===== src/rtl/dram_pkg.sv =====
package dram_pkg;
  localparam int NUM_CW       = 3;   // selectable column widths
  localparam int CW_MIN       = 8;   // narrowest column width
  localparam int AREA_W       = 3;
  localparam int DRAM_AREA_LO = 2;
  localparam int DRAM_AREAS   = 4;

  typedef enum logic [3:0] {
    ST_IDLE, ST_SKIP, ST_PRE, ST_ROW, ST_COL1, ST_COL2,
    ST_CBR1, ST_CBR2, ST_SELF1, ST_SELF2
  } dram_state_e;

  typedef enum logic [1:0] {GO_NONE, GO_ACC, GO_CBR, GO_SELF} pre_tgt_e;

  function automatic logic area_is_dram(input logic [AREA_W-1:0] area,
                                        input logic [DRAM_AREAS-1:0] en);
    logic [AREA_W-1:0] rel;
    rel = area - AREA_W'(DRAM_AREA_LO);
    return (area >= AREA_W'(DRAM_AREA_LO)) &&
           (area < AREA_W'(DRAM_AREA_LO + DRAM_AREAS)) && en[rel[1:0]];
  endfunction
endpackage


===== src/rtl/dram_refresh_timer.sv =====
module dram_refresh_timer #(
  parameter int CNT_W = 12
) (
  input  logic             clk,
  input  logic             rst_n,
  input  logic [CNT_W-1:0] interval,
  input  logic             clear,
  output logic             pend
);
  logic [CNT_W-1:0] cnt_q;

  always_ff @(posedge clk or negedge rst_n) begin
    if (!rst_n) begin
      cnt_q <= '0;
      pend  <= 1'b0;
    end else if (interval == '0) begin
      cnt_q <= '0;
      pend  <= 1'b0;
    end else begin
      if (clear) pend <= 1'b0;
      if (cnt_q >= interval - 1'b1) begin
        cnt_q <= '0;
        pend  <= 1'b1;   // a new tick wins over a same-cycle clear
      end else begin
        cnt_q <= cnt_q + 1'b1;
      end
    end
  end
endmodule


===== src/rtl/dram_addr_mux.sv =====
module dram_addr_mux
  import dram_pkg::*;
#(
  parameter int ADDR_W = 24,
  parameter int AW     = 10
) (
  input  logic [ADDR_W-1:0] addr,
  input  logic [1:0]        col_sel,
  output logic [AW-1:0]     row,
  output logic [AW-1:0]     col,
  output logic [AREA_W-1:0] area
);
  logic [AW-1:0] row_c [NUM_CW];
  logic [AW-1:0] col_c [NUM_CW];
  logic [1:0]    idx;

  for (genvar g = 0; g < NUM_CW; g++) begin : g_cw
    localparam int CW = CW_MIN + g;
    assign col_c[g] = AW'(addr[CW:1]);
    assign row_c[g] = addr[CW+AW:CW+1];
  end

  assign idx  = (col_sel >= 2'(NUM_CW - 1)) ? 2'(NUM_CW - 1) : col_sel;
  assign row  = row_c[idx];
  assign col  = col_c[idx];
  assign area = addr[ADDR_W-1 -: AREA_W];
endmodule


===== src/rtl/dram_seq.sv =====
module dram_seq
  import dram_pkg::*;
#(
  parameter int AW = 10,
  parameter int DW = 16
) (
  input  logic                  clk,
  input  logic                  rst_n,
  input  logic                  req_valid,
  output logic                  req_ready,
  input  logic                  req_we,
  input  logic [1:0]            req_be,
  input  logic [DW-1:0]         req_wdata,
  input  logic [AW-1:0]         in_row,
  input  logic [AW-1:0]         in_col,
  input  logic [AREA_W-1:0]     in_area,
  input  logic [DRAM_AREAS-1:0] dram_en,
  input  logic                  refr_pend,
  output logic                  refr_clear,
  input  logic                  selfref_req,
  output logic                  done,
  output logic [DW-1:0]         rd_data,
  output logic [AW-1:0]         dram_a,
  output logic                  ras_n,
  output logic                  ucas_n,
  output logic                  lcas_n,
  output logic                  we_n,
  output logic [DW-1:0]         dq_out,
  output logic                  dq_oe,
  input  logic [DW-1:0]         dq_in,
  output dram_state_e           state
);
  dram_state_e       st_q;
  pre_tgt_e          tgt_q;
  logic              open_q;
  logic [AREA_W-1:0] open_area_q;
  logic [AW-1:0]     open_row_q, row_q, col_q;
  logic [1:0]        be_q;
  logic              we_q;
  logic [DW-1:0]     wdata_q, rd_q;
  logic              hit, in_col_st, in_cbr_st;

  assign hit = open_q && (in_area == open_area_q) && (in_row == open_row_q);

  always_ff @(posedge clk or negedge rst_n) begin
    if (!rst_n) begin
      st_q <= ST_IDLE;  tgt_q <= GO_NONE;  open_q <= 1'b0;
      open_area_q <= '0;  open_row_q <= '0;  row_q <= '0;  col_q <= '0;
      be_q <= '0;  we_q <= 1'b0;  wdata_q <= '0;  rd_q <= '0;
    end else begin
      case (st_q)
        ST_IDLE: begin
          if (selfref_req) begin
            st_q <= open_q ? ST_PRE : ST_SELF1;  tgt_q <= GO_SELF;
          end else if (refr_pend) begin
            st_q <= open_q ? ST_PRE : ST_CBR1;   tgt_q <= GO_CBR;
          end else if (req_valid) begin
            row_q <= in_row;  col_q <= in_col;  be_q <= req_be;
            we_q <= req_we;   wdata_q <= req_wdata;  tgt_q <= GO_ACC;
            if (!area_is_dram(in_area, dram_en)) st_q <= ST_SKIP;
            else if (hit)                         st_q <= ST_COL1;
            else begin
              st_q <= open_q ? ST_PRE : ST_ROW;
              open_area_q <= in_area;
            end
          end
        end
        ST_PRE: begin
          open_q <= 1'b0;
          case (tgt_q)
            GO_ACC:  st_q <= ST_ROW;
            GO_CBR:  st_q <= ST_CBR1;
            GO_SELF: st_q <= ST_SELF1;
            default: st_q <= ST_IDLE;
          endcase
        end
        ST_ROW: begin
          open_q <= 1'b1;  open_row_q <= row_q;  st_q <= ST_COL1;
        end
        ST_COL1: begin rd_q <= dq_in;  st_q <= ST_COL2; end
        ST_CBR1:  st_q <= ST_CBR2;
        ST_CBR2:  begin st_q <= ST_PRE;  tgt_q <= GO_NONE; end
        ST_SELF1: st_q <= ST_SELF2;
        ST_SELF2: if (!selfref_req) begin st_q <= ST_PRE;  tgt_q <= GO_NONE; end
        default:  st_q <= ST_IDLE;   // ST_COL2, ST_SKIP
      endcase
    end
  end

  assign in_col_st  = (st_q == ST_COL1) || (st_q == ST_COL2);
  assign in_cbr_st  = (st_q == ST_CBR1) || (st_q == ST_CBR2) ||
                      (st_q == ST_SELF1) || (st_q == ST_SELF2);
  assign refr_clear = (st_q == ST_CBR2) || ((st_q == ST_SELF2) && !selfref_req);

  always_comb begin
    ras_n = 1'b1;
    case (st_q)
      ST_ROW, ST_COL1, ST_COL2, ST_CBR2, ST_SELF2: ras_n = 1'b0;
      ST_IDLE, ST_SKIP:                            ras_n = !open_q;
      default:                                     ras_n = 1'b1;
    endcase
  end

  assign ucas_n    = !((in_col_st && be_q[1]) || in_cbr_st);
  assign lcas_n    = !((in_col_st && be_q[0]) || in_cbr_st);
  assign we_n      = !(in_col_st && we_q);
  assign dq_oe     = in_col_st && we_q;
  assign dq_out    = wdata_q;
  assign dram_a    = in_col_st ? col_q : row_q;
  assign done      = (st_q == ST_COL2) || (st_q == ST_SKIP);
  assign rd_data   = rd_q;
  assign req_ready = (st_q == ST_IDLE) && !refr_pend && !selfref_req;
  assign state     = st_q;
endmodule


===== src/rtl/dram_page_ctrl.sv =====
module dram_page_ctrl
  import dram_pkg::*;
#(
  parameter int ADDR_W = 24,
  parameter int AW     = 10,
  parameter int DW     = 16,
  parameter int CNT_W  = 12
) (
  input  logic              clk,
  input  logic              rst_n,
  input  logic              req_valid,
  output logic              req_ready,
  input  logic [ADDR_W-1:0] req_addr,
  input  logic              req_we,
  input  logic [1:0]        req_be,
  input  logic [DW-1:0]     req_wdata,
  output logic              done,
  output logic [DW-1:0]     rd_data,
  input  logic [3:0]        dram_en,
  input  logic [1:0]        col_sel,
  input  logic [CNT_W-1:0]  refr_interval,
  input  logic              selfref_req,
  output logic [AW-1:0]     dram_a,
  output logic              ras_n,
  output logic              ucas_n,
  output logic              lcas_n,
  output logic              we_n,
  output logic [DW-1:0]     dq_out,
  output logic              dq_oe,
  input  logic [DW-1:0]     dq_in
);
  logic [AW-1:0]     mux_row, mux_col;
  logic [AREA_W-1:0] mux_area;
  logic              refr_pend, refr_clear;
  dram_state_e       seq_state;

  dram_addr_mux #(.ADDR_W(ADDR_W), .AW(AW)) u_mux (
    .addr(req_addr), .col_sel(col_sel),
    .row(mux_row), .col(mux_col), .area(mux_area)
  );

  dram_refresh_timer #(.CNT_W(CNT_W)) u_refr (
    .clk(clk), .rst_n(rst_n), .interval(refr_interval),
    .clear(refr_clear), .pend(refr_pend)
  );

  dram_seq #(.AW(AW), .DW(DW)) u_seq (
    .clk(clk), .rst_n(rst_n), .req_valid(req_valid), .req_ready(req_ready),
    .req_we(req_we), .req_be(req_be), .req_wdata(req_wdata),
    .in_row(mux_row), .in_col(mux_col), .in_area(mux_area), .dram_en(dram_en),
    .refr_pend(refr_pend), .refr_clear(refr_clear), .selfref_req(selfref_req),
    .done(done), .rd_data(rd_data), .dram_a(dram_a), .ras_n(ras_n),
    .ucas_n(ucas_n), .lcas_n(lcas_n), .we_n(we_n), .dq_out(dq_out),
    .dq_oe(dq_oe), .dq_in(dq_in), .state(seq_state)
  );
endmodule


===== config.mk =====
export PLATFORM = sky130hd
export DESIGN_NAME = dram_page_ctrl
export DESIGN_NICKNAME = d
export VERILOG_FILES = /design/src/rtl/dram_pkg.sv /design/src/rtl/dram_refresh_timer.sv /design/src/rtl/dram_addr_mux.sv /design/src/rtl/dram_seq.sv /design/src/rtl/dram_page_ctrl.sv
export SDC_FILE = /design/constraint.sdc
export NUM_CORES = 1
export LEC_CHECK = 0
export BUFFER_PORTS_ARGS = -buffer_cell sky130_fd_sc_hd__buf_2
export CAP_MARGIN = 20
export CORE_MARGIN = 3
export CORE_UTILIZATION = 50
export CTS_CLUSTER_DIAMETER = 60
export DETAILED_ROUTE_END_ITERATION = 8
export PLACE_DENSITY_LB_ADDON = 0.05
export RECOVER_POWER = 50
export SYNTH_ARGS = -nofsm -noshare
export SYNTH_HDL_FRONTEND = slang
export SYNTH_HIERARCHICAL = 1
export SYNTH_SLANG_ARGS = --single-unit

===== constraint.sdc =====
create_clock -name clk -period 6.4 [get_ports clk]
set_clock_uncertainty 0.15 [all_clocks]
set_input_delay 0.64 -clock clk [delete_from_list [all_inputs] [get_ports clk]]
set_output_delay 0.64 -clock clk [all_outputs]
set_load 0.02 [all_outputs]

# [Word level (Yosys, flattened, before mapping)]
# Cells that the tools add are included.
[totals] regBits=88 out_inout_bits=49 in_bits=81
[classes] reduce_logical=35 bitwise_logic=4 muxes=33 order_cmp=6 addsub=3 eq_ne=16
[ops] op="$mux 10" count=5
[ops] op="$bmux 10 s2" count=2
[ops] op="$pmux 4 s8" count=1
[ops] op="$mux 4" count=7
[ops] op="$mux 12" count=2
[ops] op="$eq 4x3->1 const B" count=4
[ops] op="$add 12x1->12 const B" count=1
[ops] op="$ge 12x12->1" count=1
[ops] op="$logic_not 12->1" count=1
[ops] op="$pmux 4 s3" count=1
[ops] op="$sub 12x1->12 const B" count=1
[ops] op="$eq 10x10->1" count=1
[ops] op="$logic_and 1x1->1" count=10
[ops] op="$mux 2" count=5
[ops] op="$eq 4x2->1 const B" count=2
[ops] op="$eq 4x4->1 const B" count=2
[ops] op="$logic_or 1x1->1" count=8
[ops] op="$logic_not 1->1" count=6
[ops] op="$pmux 2 s3" count=1
[ops] op="$reduce_and 6->1" count=1
[ops] op="$reduce_bool 3->1" count=2
[ops] op="$mux 1" count=5
[ops] op="$reduce_or 5->1" count=1
[ops] op="$eq 2x2->1 const B" count=2
[ops] op="22 further kinds" count=25

# [Logic depth before layout (Yosys ltp)]
# Gate-level depths: netlist (run 1).
[depth] ltp_word=14 mapped_depth=11

# [Cells and area by module]
# Netlist (run 1), hierarchy kept.
[by_module_without_submodules] module="dram_seq" instances=1 cells_per_inst=264 area_each_um2=3474.6 seq_area_each_um2=1876.8
[by_module_without_submodules] module="dram_refresh_timer" instances=1 cells_per_inst=118 area_each_um2=1102.3 seq_area_each_um2=325.3
[by_module_without_submodules] module="dram_addr_mux" instances=1 cells_per_inst=46 area_each_um2=275.3 seq_area_each_um2=0.0

# [Worst setup path after synthesis (run 1)]
# OpenSTA, ideal clock, no wires.
[synth_path] path_kind="in2reg" startpoint="input port refr_interval[3]" endpoint="register u_refr.cnt_q[10]" path_slack_ps=3545 required_time_ps=6125 path_buffers=1 arrival_ps=2579 setup_time_ps=125 stages=10 path_cell_list="nor3_1 and3_1 nand2_1 xor2_1 ha_1 and4_1 nand2_1 a211oi_1 buf_2 nor4_1"
[synth_via] elab_chain_len=4 elab_cells_between_ends=5
[synth_rtl] element="start: declaration" line="dram_page_ctrl.sv:21" text="input logic [CNT_W-1:0] refr_interval,"
[synth_rtl] element="$sub 12x1->12" line="dram_refresh_timer.sv:21" text="if (cnt_q >= interval - 1'b1) begin"
[synth_rtl] element="$ge 12x12->1" line="dram_refresh_timer.sv:21"
[synth_rtl] element="$mux 12" line="dram_refresh_timer.sv:21"
[synth_rtl] element="$mux 12 (*)" line="dram_refresh_timer.sv:16" text="end else if (interval == '0) begin"
[synth_rtl] element="end signal: assignment" line="dram_refresh_timer.sv:25" text="cnt_q <= cnt_q + 1'b1;"
[synth_rtl] element="end: declaration" line="dram_refresh_timer.sv:10" text="logic [CNT_W-1:0] cnt_q;"
# Mark *: on every way between the ends. The rest lies on a longest branch, timed or not.
# A chain may end at the register's enable or synchronous reset.

# [Worst setup path in the final report (run 1)]
[layout_path] startpoint="register u_seq.st_q[1], in the netlist u_seq/state[1]" endpoint="output port dram_a[0]"
[layout_via] elab_chain_len=3 elab_cells_between_ends=4
[layout_rtl] element="start: declaration" line="dram_seq.sv:33" text="dram_state_e st_q;"
[layout_rtl] element="start signal: assignment" line="dram_seq.sv:63" text="st_q <= open_q ? ST_PRE : ST_ROW;"
[layout_rtl] element="$eq 4x3->1" line="dram_seq.sv:90" text="assign in_col_st = (st_q == ST_COL1) || (st_q == ST_COL2);"
[layout_rtl] element="$logic_or 1x1->1 (*)" line="dram_seq.sv:90"
[layout_rtl] element="$mux 10 (*)" line="dram_seq.sv:109" text="assign dram_a = in_col_st ? col_q : row_q;"
[layout_rtl] element="end: declaration" line="dram_page_ctrl.sv:23" text="output logic [AW-1:0] dram_a,"
# Marks and branches as above.

==> results of run 1 <==
stage by stage:
stage / cells / instance area, um2 / util (%) / power (W) / hold slack [ps]
after CTS: 673 / 5740 / 61.6 / 0.00256 / 41.8
after detailed placement: 657 / 5510 / 59.1 / 0.00211 / 339
after global placement: 657 / 5510 / 59.1 / 0.00207 / 332
after global routing: 675 / 5740 / 61.5 / 0.00270 / 328
after floorplan: 428 / 4850 / - / 0.00177 / 194
final: 675 / 5740 / 61.5 / 0.00252 / 355
report_power, final:
group          internal, W  leakage, nW  switching [W]
Clock             0.000237        0.119       0.000208
Sequential        0.000810         1.11       0.000199
Combinational     0.000506         1.50       0.000561
Total              0.00155         2.73       0.000968
layer usage:
metal / track usage [%] / wire (um) / part of all wire (%) / up-vias
li1: - / - / - / 1742
met1: 25.3 / 4510 / 44 / 1711
met2: 31.8 / 5080 / 49 / 94
met3: 4.41 / 553 / 5.4 / 11
met4: 5.51 / 131 / 1.3 / 0
met5: 0 / 0 / 0 / -
cells by family after synthesis:
| kind of cell | synth area share [%] |
|---|---|
| fa+ha+maj | 4.64 |
| xor+xnor | 5.96 |
| buf+inv | 4.20 |
| flops | 45.4 |
| mux | 21.6 |
| compound gates | 5.52 |
| simple gates | 12.7 |
sequential cells by signal, summed over array words and instances, names as in the netlist:
| signal | cells |
|---|---|
| u_seq/we_q | 1 |
| u_seq/rd_data | 16 |
| u_seq/open_row_q | 10 |
| u_refr/cnt_q | 12 |
| u_refr/pend | 1 |
| u_seq/state | 4 |
| u_seq/open_area_q | 3 |
| u_seq/be_q | 2 |
| u_seq/col_q | 10 |
| u_seq/open_q | 1 |
| u_seq/tgt_q | 2 |
| u_seq/dq_out | 16 |
| u_seq/row_q | 10 |
worst paths after layout:
kind | startpoint | endpoint | cells after the start
setup / recovery | u_seq/state[1] | dram_a[0] | 4
hold / removal | u_seq/col_q[2] | u_seq/col_q[2] | 1
hold reg to reg | u_seq/col_q[2] | u_seq/col_q[2] | 1
setup reg to reg | u_seq/state[1] | u_seq/open_area_q[1] | 6
max in group asynchronous | rst_n | u_seq/dq_out[6] | 2
min in group asynchronous | rst_n | u_seq/tgt_q[1] | 1
cells in the final DEF, fill, tap and decap left out, drive strengths merged, types with 4 or more instances in the layout:
| cell | count |
|---|---|
| nor4 | 18 |
| nand2 | 27 |
| a21oi | 10 |
| o21ai | 20 |
| clkbuf | 34 |
| nor2 | 22 |
| mux2 | 78 |
| buf | 108 |
| xor2 | 6 |
| nor3 | 7 |
| nand2b | 5 |
| xnor2 | 27 |
| nand3 | 4 |
| nand4 | 6 |
| dfrtp | 88 |
| ha | 18 |
| inv | 14 |
| mux2i | 13 |
worst register-to-register path: stages, from the launching register on:
cell	delay, ps
dfrtp_1	550
or4_4	640
nor3_4	170
nand2_2	200
buf_12	240
and3b_1	310
mux2_2	350
cell type report:
cell class,count,area [um2],area share (%)
clock buffers,10,138,2.40
flip-flops and latches,88,2200,38.4
well taps,129,161,2.81
repair buffers,132,653,11.4
clock inverters,6,97.6,1.70
multi-input cells,299,2450,42.6
inverters,11,41.3,0.719
==> impl_metrics.tcl, run 1 <==
set metrics [dict create \
    cpMaxStageDelayCell "and2_1" \
    io_pins 130 \
    yosysTopAreaCell "dfrtp_1" \
    synth_seq_cells 88 \
    grt.total_usage_pct 19.2 \
    synth.top_cells.by_area "dfrtp_1 45%, mux2_2 16%, xnor2_1 4.9%, ha_1 4.6%, mux2_4 3.1%" \
    n_antenna_cell 0 \
    asyncSetResetFlopFracSynth_pct 100 \
    postCtsHoldBufs 0 \
    finalSetupViolations 0 \
    critPathKind "reg -> out" \
    die_area_mm2 0.0109 \
    viasPerCell 5.27 \
    post-place-ws_ps 2950 \
    yosysWarnings 6 \
    hp-class "reg -> reg" \
    htree_levels 3 \
    clk_latency_ps 350 \
    r2r_setup_slack_ps 3690 \
    post_cts_buffers 0 \
    numCtsBuffers 9 \
    worstPathArrival_ps 2280 \
    netlist_area_mm2 0.00485 \
    timing.fmax_mhz 326 \
    synthTopCellsByCount "88 x dfrtp_1, 68 x mux2_2, 27 x xnor2_1" \
    leakage_nw 2.73 \
    start_util_pct 52.0 \
    critPathTopFamily "simple AND/OR/NAND/NOR gates" \
    dr.pass1.iters 4 \
    syn-num-nets 527 \
    path_buf_inv 1 \
    ant_nets 0 \
    ys_dominant_reg_cell "dfrtp_1" \
    rows 35 \
    cts.path.max_buffers 2 \
    nNetsFinal 640 \
    ys_seq_area_share_pct 45.4 \
    finalWeightedCongestion 0.846 \
    hold_viol_final 0 \
    cp_data_required_time_ps 5610 \
    die_y_um 105 \
    synth_top_area_share_pct 45.4 \
    grt_pass1_wl_um 17200 \
    hpwlAfterDp_um 7480 \
    nFillCells 827 \
    overflow 0 \
    drv_slew 32 \
    cp_cell_sequence "nor2_1 > and2_1 > mux2_2 > buf_2" \
    worstMarginPinSlew_ps 1640 \
    vias 3558 \
    clock_sinks 88 \
    grt_pass1_vias 3552 \
    path_clk_slew_ps 90 \
    yosysUniqueCellTypes 49 \
    wl_per_cell_um 15.2 \
    ir_worst_vdd_mv 0.231 \
    violations "max-capacitance violations, max-slew violations" \
    max_stage_delay_ps 580 \
    synth_edf_count 0 \
    powerDensity_mw_per_mm2 439 \
    drt_wl_total_um 10300 \
    cts_resized 0 \
    run_status "finished with violations" \
    tns_ps 0 \
    avgSynthCellArea_um2 11.3 \
    drv_cap 1 \
    synthMostInstantiatedCell "dfrtp_1" \
    drt_iter0_drc 145 \
    cts_tree "yes" \
    relSlewSlack_pct -9.56 \
    port_buffers 128 \
    cp_max_fo 14 \
    endpoint_kind "output pin" \
    drive_gt1_share_pct 38.1 \
    rsz0062_at_grt "no" \
    root_buffer "clkbuf_8" \
    syn_to_final_growth_pct 18.3 \
    grt_max_degree 59 \
    finalCritPeriodShare_pct 48.0 \
    fin_crit_ps 3070 \
    die_x_um 105 \
    synth_cells 428 \
    drc 0 \
    antenna_found_initial 0 \
    worst_slack_ps 3330 \
    startpoint_type "flip-flop" \
    core_mm2 0.00933 \
]
(Power assumes the default switching activity.)
==> run 2: changes to the inputs <==
Settings changed: ABC_AREA from default to 1, CORE_UTILIZATION 50 to 49.
Clock period 6.4 ns to 2.8 ns, I/O delays scaled along.
==> run 2 against run 1 <==
Net effect: the run still ends with max-capacitance violations, max-slew violations left; worst setup slack got worse by 3100 ps; cell area up 11%; sequential share of layout area fell by 3.8 points; register-to-register slack got worse by 3000 ps; die area rose by 7.2%; critical path depth decreased by 1; critical endpoint is now dram_a[9]; largest power group unchanged; highest routed layer unchanged.
==> impl_metrics.tcl, run 2 <==
set metrics [dict create \
    overflow 0 \
    viasPerCell 4.77 \
    grt_pass1_vias 4031 \
    hp-start "dq_in[0]" \
    htree_levels 3 \
    r2r_setup_slack_ps 670 \
    die_x_um 108 \
    whs_ps 18.6 \
    tns_ps 0 \
    final_cell_mix "133 x nand2_1, 103 x buf_2, 88 x dfrtp_1" \
    ys_seq_area_share_pct 43.0 \
    yosysWarnings 6 \
    post-place-ws_ps 165 \
    io_pins 130 \
    finalSetupViolations 0 \
    drv_slew 34 \
    endpoint_kind "output pin" \
    reg2reg_depth 5 \
    die_y_um 108 \
    path_clk_slew_ps 90 \
    place_area_mm2 0.00580 \
    netlist_area_mm2 0.00512 \
    synth_seq_cells 88 \
    grt.total_usage_pct 19.5 \
    clk_latency_ps 350 \
    syn-num-nets 669 \
    min_delay_worst_endpoint "u_seq/rd_data[0]" \
    finalCritPeriodShare_pct 90.3 \
    hp-class "in -> reg" \
    cts_resized 0 \
    layout_commonest_cell "nand2_1" \
    nFillCells 886 \
    ys_dominant_reg_cell "dfrtp_1" \
    timing.fmax_mhz 395 \
    synth_cells 570 \
    fin_crit_ps 2530 \
    die_area_mm2 0.0117 \
    worstMarginPinSlew_ps 1860 \
    dr.pass1.iters 4 \
    cts.path.max_buffers 2 \
    worstPathArrival_ps 2100 \
    cts_tree "yes" \
    synth_top_area_share_pct 43.0 \
    drive_gt1_share_pct 27.5 \
    vias 4115 \
    drt_iter0_drc 131 \
    run_status "finished with violations" \
    rsz0062_at_grt "no" \
    yosysTopAreaCell "dfrtp_1" \
    grt_pass1_wl_um 18100 \
    leakage_nw 3.36 \
    ant_nets 0 \
    avgSynthCellArea_um2 8.98 \
    relSlewSlack_pct -24.3 \
    r2r_end "u_seq/dq_out[12]" \
    port_buffers 128 \
    synth.top_cells.by_area "dfrtp_1 43%, nand2_1 9.8%, mux2_4 8.5%, inv_1 5.1%, mux2_2 5.1%" \
    drc 0 \
    powerDensity_mw_per_mm2 913 \
    critPathKind "reg -> out" \
    cp_max_fo 13 \
    post_cts_buffers 0 \
    rows 36 \
    core_mm2 0.00995 \
    synthTopCellsByCount "133 x nand2_1, 88 x dfrtp_1, 69 x inv_1" \
    synth_edf_count 0 \
    finalInstanceArea_mm2 0.00636 \
    wl_per_cell_um 12.8 \
    clock_sinks 88 \
    root_buffer "clkbuf_8" \
    violations "max-capacitance violations, max-slew violations" \
    start_util_pct 51.4 \
    holdPathStages 2 \
    finalWeightedCongestion 0.850 \
    startpoint_type "flip-flop" \
    asyncSetResetFlopFracSynth_pct 100 \
    grt_max_degree 56 \
    nNetsFinal 824 \
    syn_to_final_growth_pct 24.3 \
    drv_cap 1 \
    antenna_found_initial 0 \
    drt_wl_total_um 11000 \
    hold_viol_final 0 \
    hpwlAfterDp_um 8020 \
    ir_worst_vdd_mv 0.463 \
    worst_slack_ps 272 \
    n_antenna_cell 0 \
    synthMostInstantiatedCell "nand2_1" \
    numCtsBuffers 9 \
    yosysUniqueCellTypes 33 \
    cp_data_required_time_ps 2370 \
    crit-reg2reg-launch "u_seq/state[3]" \
]
==> run 2: final cells by class <==
cell class	count	area [um2]	share of cell area [%]
multi-input combinational	386	2490	39.1
timing repair buffer	169	1030	16.1
tap	133	166	2.62
clock buffer	10	138	2.16
clock inverter	6	73.8	1.16
sequential	88	2200	34.6
inverter	71	267	4.19
==> run 2: cell families after synthesis <==
logic type,share of synthesized area [%]
simple gates,22.5
buf+inv,8.36
flops,43.0
mux,13.6
compound gates,4.79
xor+xnor,3.42
fa+ha+maj,4.40
==> run 2: where the power goes <==
group          switching, W  total [W]  leakage, nW  internal (W)
Sequential         0.000405    0.00225         1.08       0.00184
Combinational       0.00149    0.00264         2.18       0.00116
Clock              0.000469   0.000917        0.107      0.000448
Total               0.00236    0.00581         3.36       0.00345
==> run 2: worst max path at each step <==
| stage | cells past startpoint | to | from | slack [ps] |
|---|---|---|---|---|
| 6_report | 3 | dram_a[9] | u_seq/state[1] | 270 |
| 3_5_place_dp | 15 | u_refr/cnt_q[5] | refr_interval[0] | 170 |
| 5_1_grt | 2 | u_refr/cnt_q[6] | rst_n | 130 |
| 2_1_floorplan | 15 | u_refr/cnt_q[2] | refr_interval[0] | 560 |
| 4_1_cts | 3 | dram_a[9] | u_seq/state[1] | 240 |
| 3_3_place_gp | 15 | u_refr/cnt_q[0] | refr_interval[0] | 270 |
==> run 2: critical path, cell delays in order (launching register included) <==
cell and delay, ps:
dfrtp_1 530, nor3_4 650, mux2_2 400, buf_2 170
==> run 2: what timing repair did <==
item	CTS	global route
endpoints found under the setup margin	0	0
hold buffers	37	2
hold endpoints to repair	69	2
==> run 2: stage by stage <==
stage	total power [W]	utilization, %	cells
after floorplan	0.00415	-	570
after global placement	0.00484	58.2	808
after detailed placement	0.00492	58.2	808
after CTS	0.00591	64.1	861
after global routing	0.00628	63.9	863
final	0.00581	63.9	863
==> run 2: metal layers <==
layer	share of wire [%]	global-route usage (%)	vias up
li1	-	-	2116
met1	43	24.1	1882
met2	50	33.9	105
met3	5.2	3.82	12
met4	1.5	6.76	0
met5	0	0	-
==> run 3: changes to the inputs <==
Settings changed: CORE_UTILIZATION 49 to 50.
Clock period 2.8 ns to 2.54 ns, I/O delays scaled along.
==> run 3 against run 2 <==
Net effect: the run now ends clean; via count up 1.4%; clock power up 17%; global-route usage up 0.45 points; flip-flop and latch count unchanged; combinational power up 11%; cell area up 1.8%; total power up 12%; critical path type unchanged; largest cell class unchanged.
==> impl_metrics.tcl, run 3 (same netlist as run 2, synthesis figures left out) <==
set metrics [dict create \
    cpMaxStageDelayCell "dfrtp_1" \
    grt_pass1_vias 4023 \
    core_mm2 0.00986 \
    cp_cell_sequence "nor3_4 > buf_12 > mux2_2 > buf_2" \
    numCtsBuffers 9 \
    rsz0062_at_grt "no" \
    nNetsFinal 834 \
    endpoint_kind "output pin" \
    instances_no_fill 873 \
    root_buffer "clkbuf_8" \
    hold_viol_final 0 \
    antenna_found_initial 0 \
    hpwlAfterDp_um 8110 \
    grt_max_degree 51 \
    fin_crit_ps 2210 \
    cp_max_fo 10 \
    run_status "finished, final reports clean" \
    clock_sinks 88 \
    post-place-ws_ps -9.89 \
    vias 4174 \
    path_buf_inv 2 \
    syn_to_final_growth_pct 26.5 \
    utilization_pct 65.7 \
    worstPathArrival_ps 1800 \
    drt_wl_total_um 11200 \
    finalWeightedCongestion 0.872 \
    hp-class "in -> reg" \
    die_x_um 107 \
    relSlewSlack_pct 20.5 \
    grt_pass1_wl_um 18600 \
    ir_worst_vdd_mv 0.501 \
    drv_cap 0 \
    critPathKind "reg -> out" \
    drc 0 \
    rows 36 \
    overflow 0 \
    die_area_mm2 0.0115 \
    critPathTopFamily "flip-flops" \
    start_util_pct 51.9 \
    worstMarginPinSlew_ps 1190 \
    cts_tree "yes" \
    totalPowerFinal_w 0.00648 \
    powerDensity_mw_per_mm2 1000 \
    drt_iter0_drc 165 \
    cts.path.max_buffers 2 \
    io_pins 130 \
    cp_data_required_time_ps 2140 \
    layout_commonest_cell "nand2_1" \
    startpoint_type "flip-flop" \
    timing.fmax_mhz 453 \
    n_antenna_cell 0 \
    wl_per_cell_um 12.8 \
    ant_nets 0 \
    nFillCells 828 \
    dr.pass1.iters 4 \
    viasPerCell 4.78 \
    whs_ps 23.7 \
    drv_slew 0 \
    worst_slack_ps 334 \
    htree_levels 3 \
    drive_gt1_share_pct 26.8 \
    port_buffers 128 \
    final_cell_mix "133 x nand2_1, 97 x buf_2, 88 x dfrtp_1" \
    path_clk_slew_ps 80 \
    clk_latency_ps 340 \
    grt.total_usage_pct 19.9 \
    finalSetupViolations 0 \
    die_y_um 107 \
    dp.cells 812 \
    max_stage_delay_ps 530 \
    finalCritPeriodShare_pct 86.8 \
    leakage_nw 3.40 \
]
run 3: cell types whose count changed in the layout (fill, tap and decap cells not counted), sizes merged:
cell and change:
clkbuf +9, dlygate4sd3 +5, buf -2, inv -2, bufinv +1, clkinv -1
run 3: power by group:
part | internal [W] | leakage [nW] | total [W] | switching (W)
sequential | 0.00203 | 1.08 | 0.00248 | 0.000444
combinational | 0.00130 | 2.21 | 0.00294 | 0.00164
clock | 0.000586 | 0.111 | 0.00107 | 0.000480
run 3: routing by layer:
metal	global-route usage, %	up-vias	part of all wire, %	routed length (um)
li1	-	2133	-	-
met2	34.6	96	50	5600
met5	0	-	0	0
met4	6.30	0	1.1	123
met1	25.4	1934	44	4950
met3	3.13	11	4.3	483
run 3: layout make-up:
class                   instances  area [um2]  area share (%)
clock buffers                  12         145            2.24
clock inverters                 4        77.6            1.20
inverters                      71         267            4.11
multi-input cells             386        2490            38.4
flip-flops and latches         88        2200            34.0
well taps                     133         166            2.57
repair buffers                179        1130            17.4
run 3: final timing paths:
path	startpoint	to	slack [ps]	cells past startpoint
worst min register to register	u_refr/cnt_q[0]	u_refr/cnt_q[0]	320	1
max in group asynchronous	rst_n	u_seq/we_q	510	3
worst min-delay path	req_addr[23]	u_seq/open_area_q[2]	20	3
worst max-delay path	u_seq/state[3]	dram_a[5]	330	4
min in group asynchronous	rst_n	u_seq/tgt_q[1]	530	2
worst max register to register	u_seq/state[3]	u_seq/state[2]	600	7
run 3: repair_timing:
item | CTS | global route
endpoints found under the hold margin | 88 | 0
gates resized for setup | 0 | 0
hold buffers | 44 | 0
setup endpoints to repair | 0 | 7
setup buffers | 0 | 1
run 3: per-stage QoR:
stage          instance area (um2)  setup TNS, ps
6_report                      6480              0
5_1_grt                       6480              0
4_1_cts                       6500              0
3_5_place_dp                  5840          -15.4
3_3_place_gp                  5840              0
2_1_floorplan                 5120              0
run 3: worst reg2reg max path, stage by stage (launching register included):
cell and delay (ps):
dfrtp_1 530, nor2_4 210, nand2_1 160, nor2_4 340, inv_1 190, nand2_1 90
a21oi_1 40, a21oi_1 160
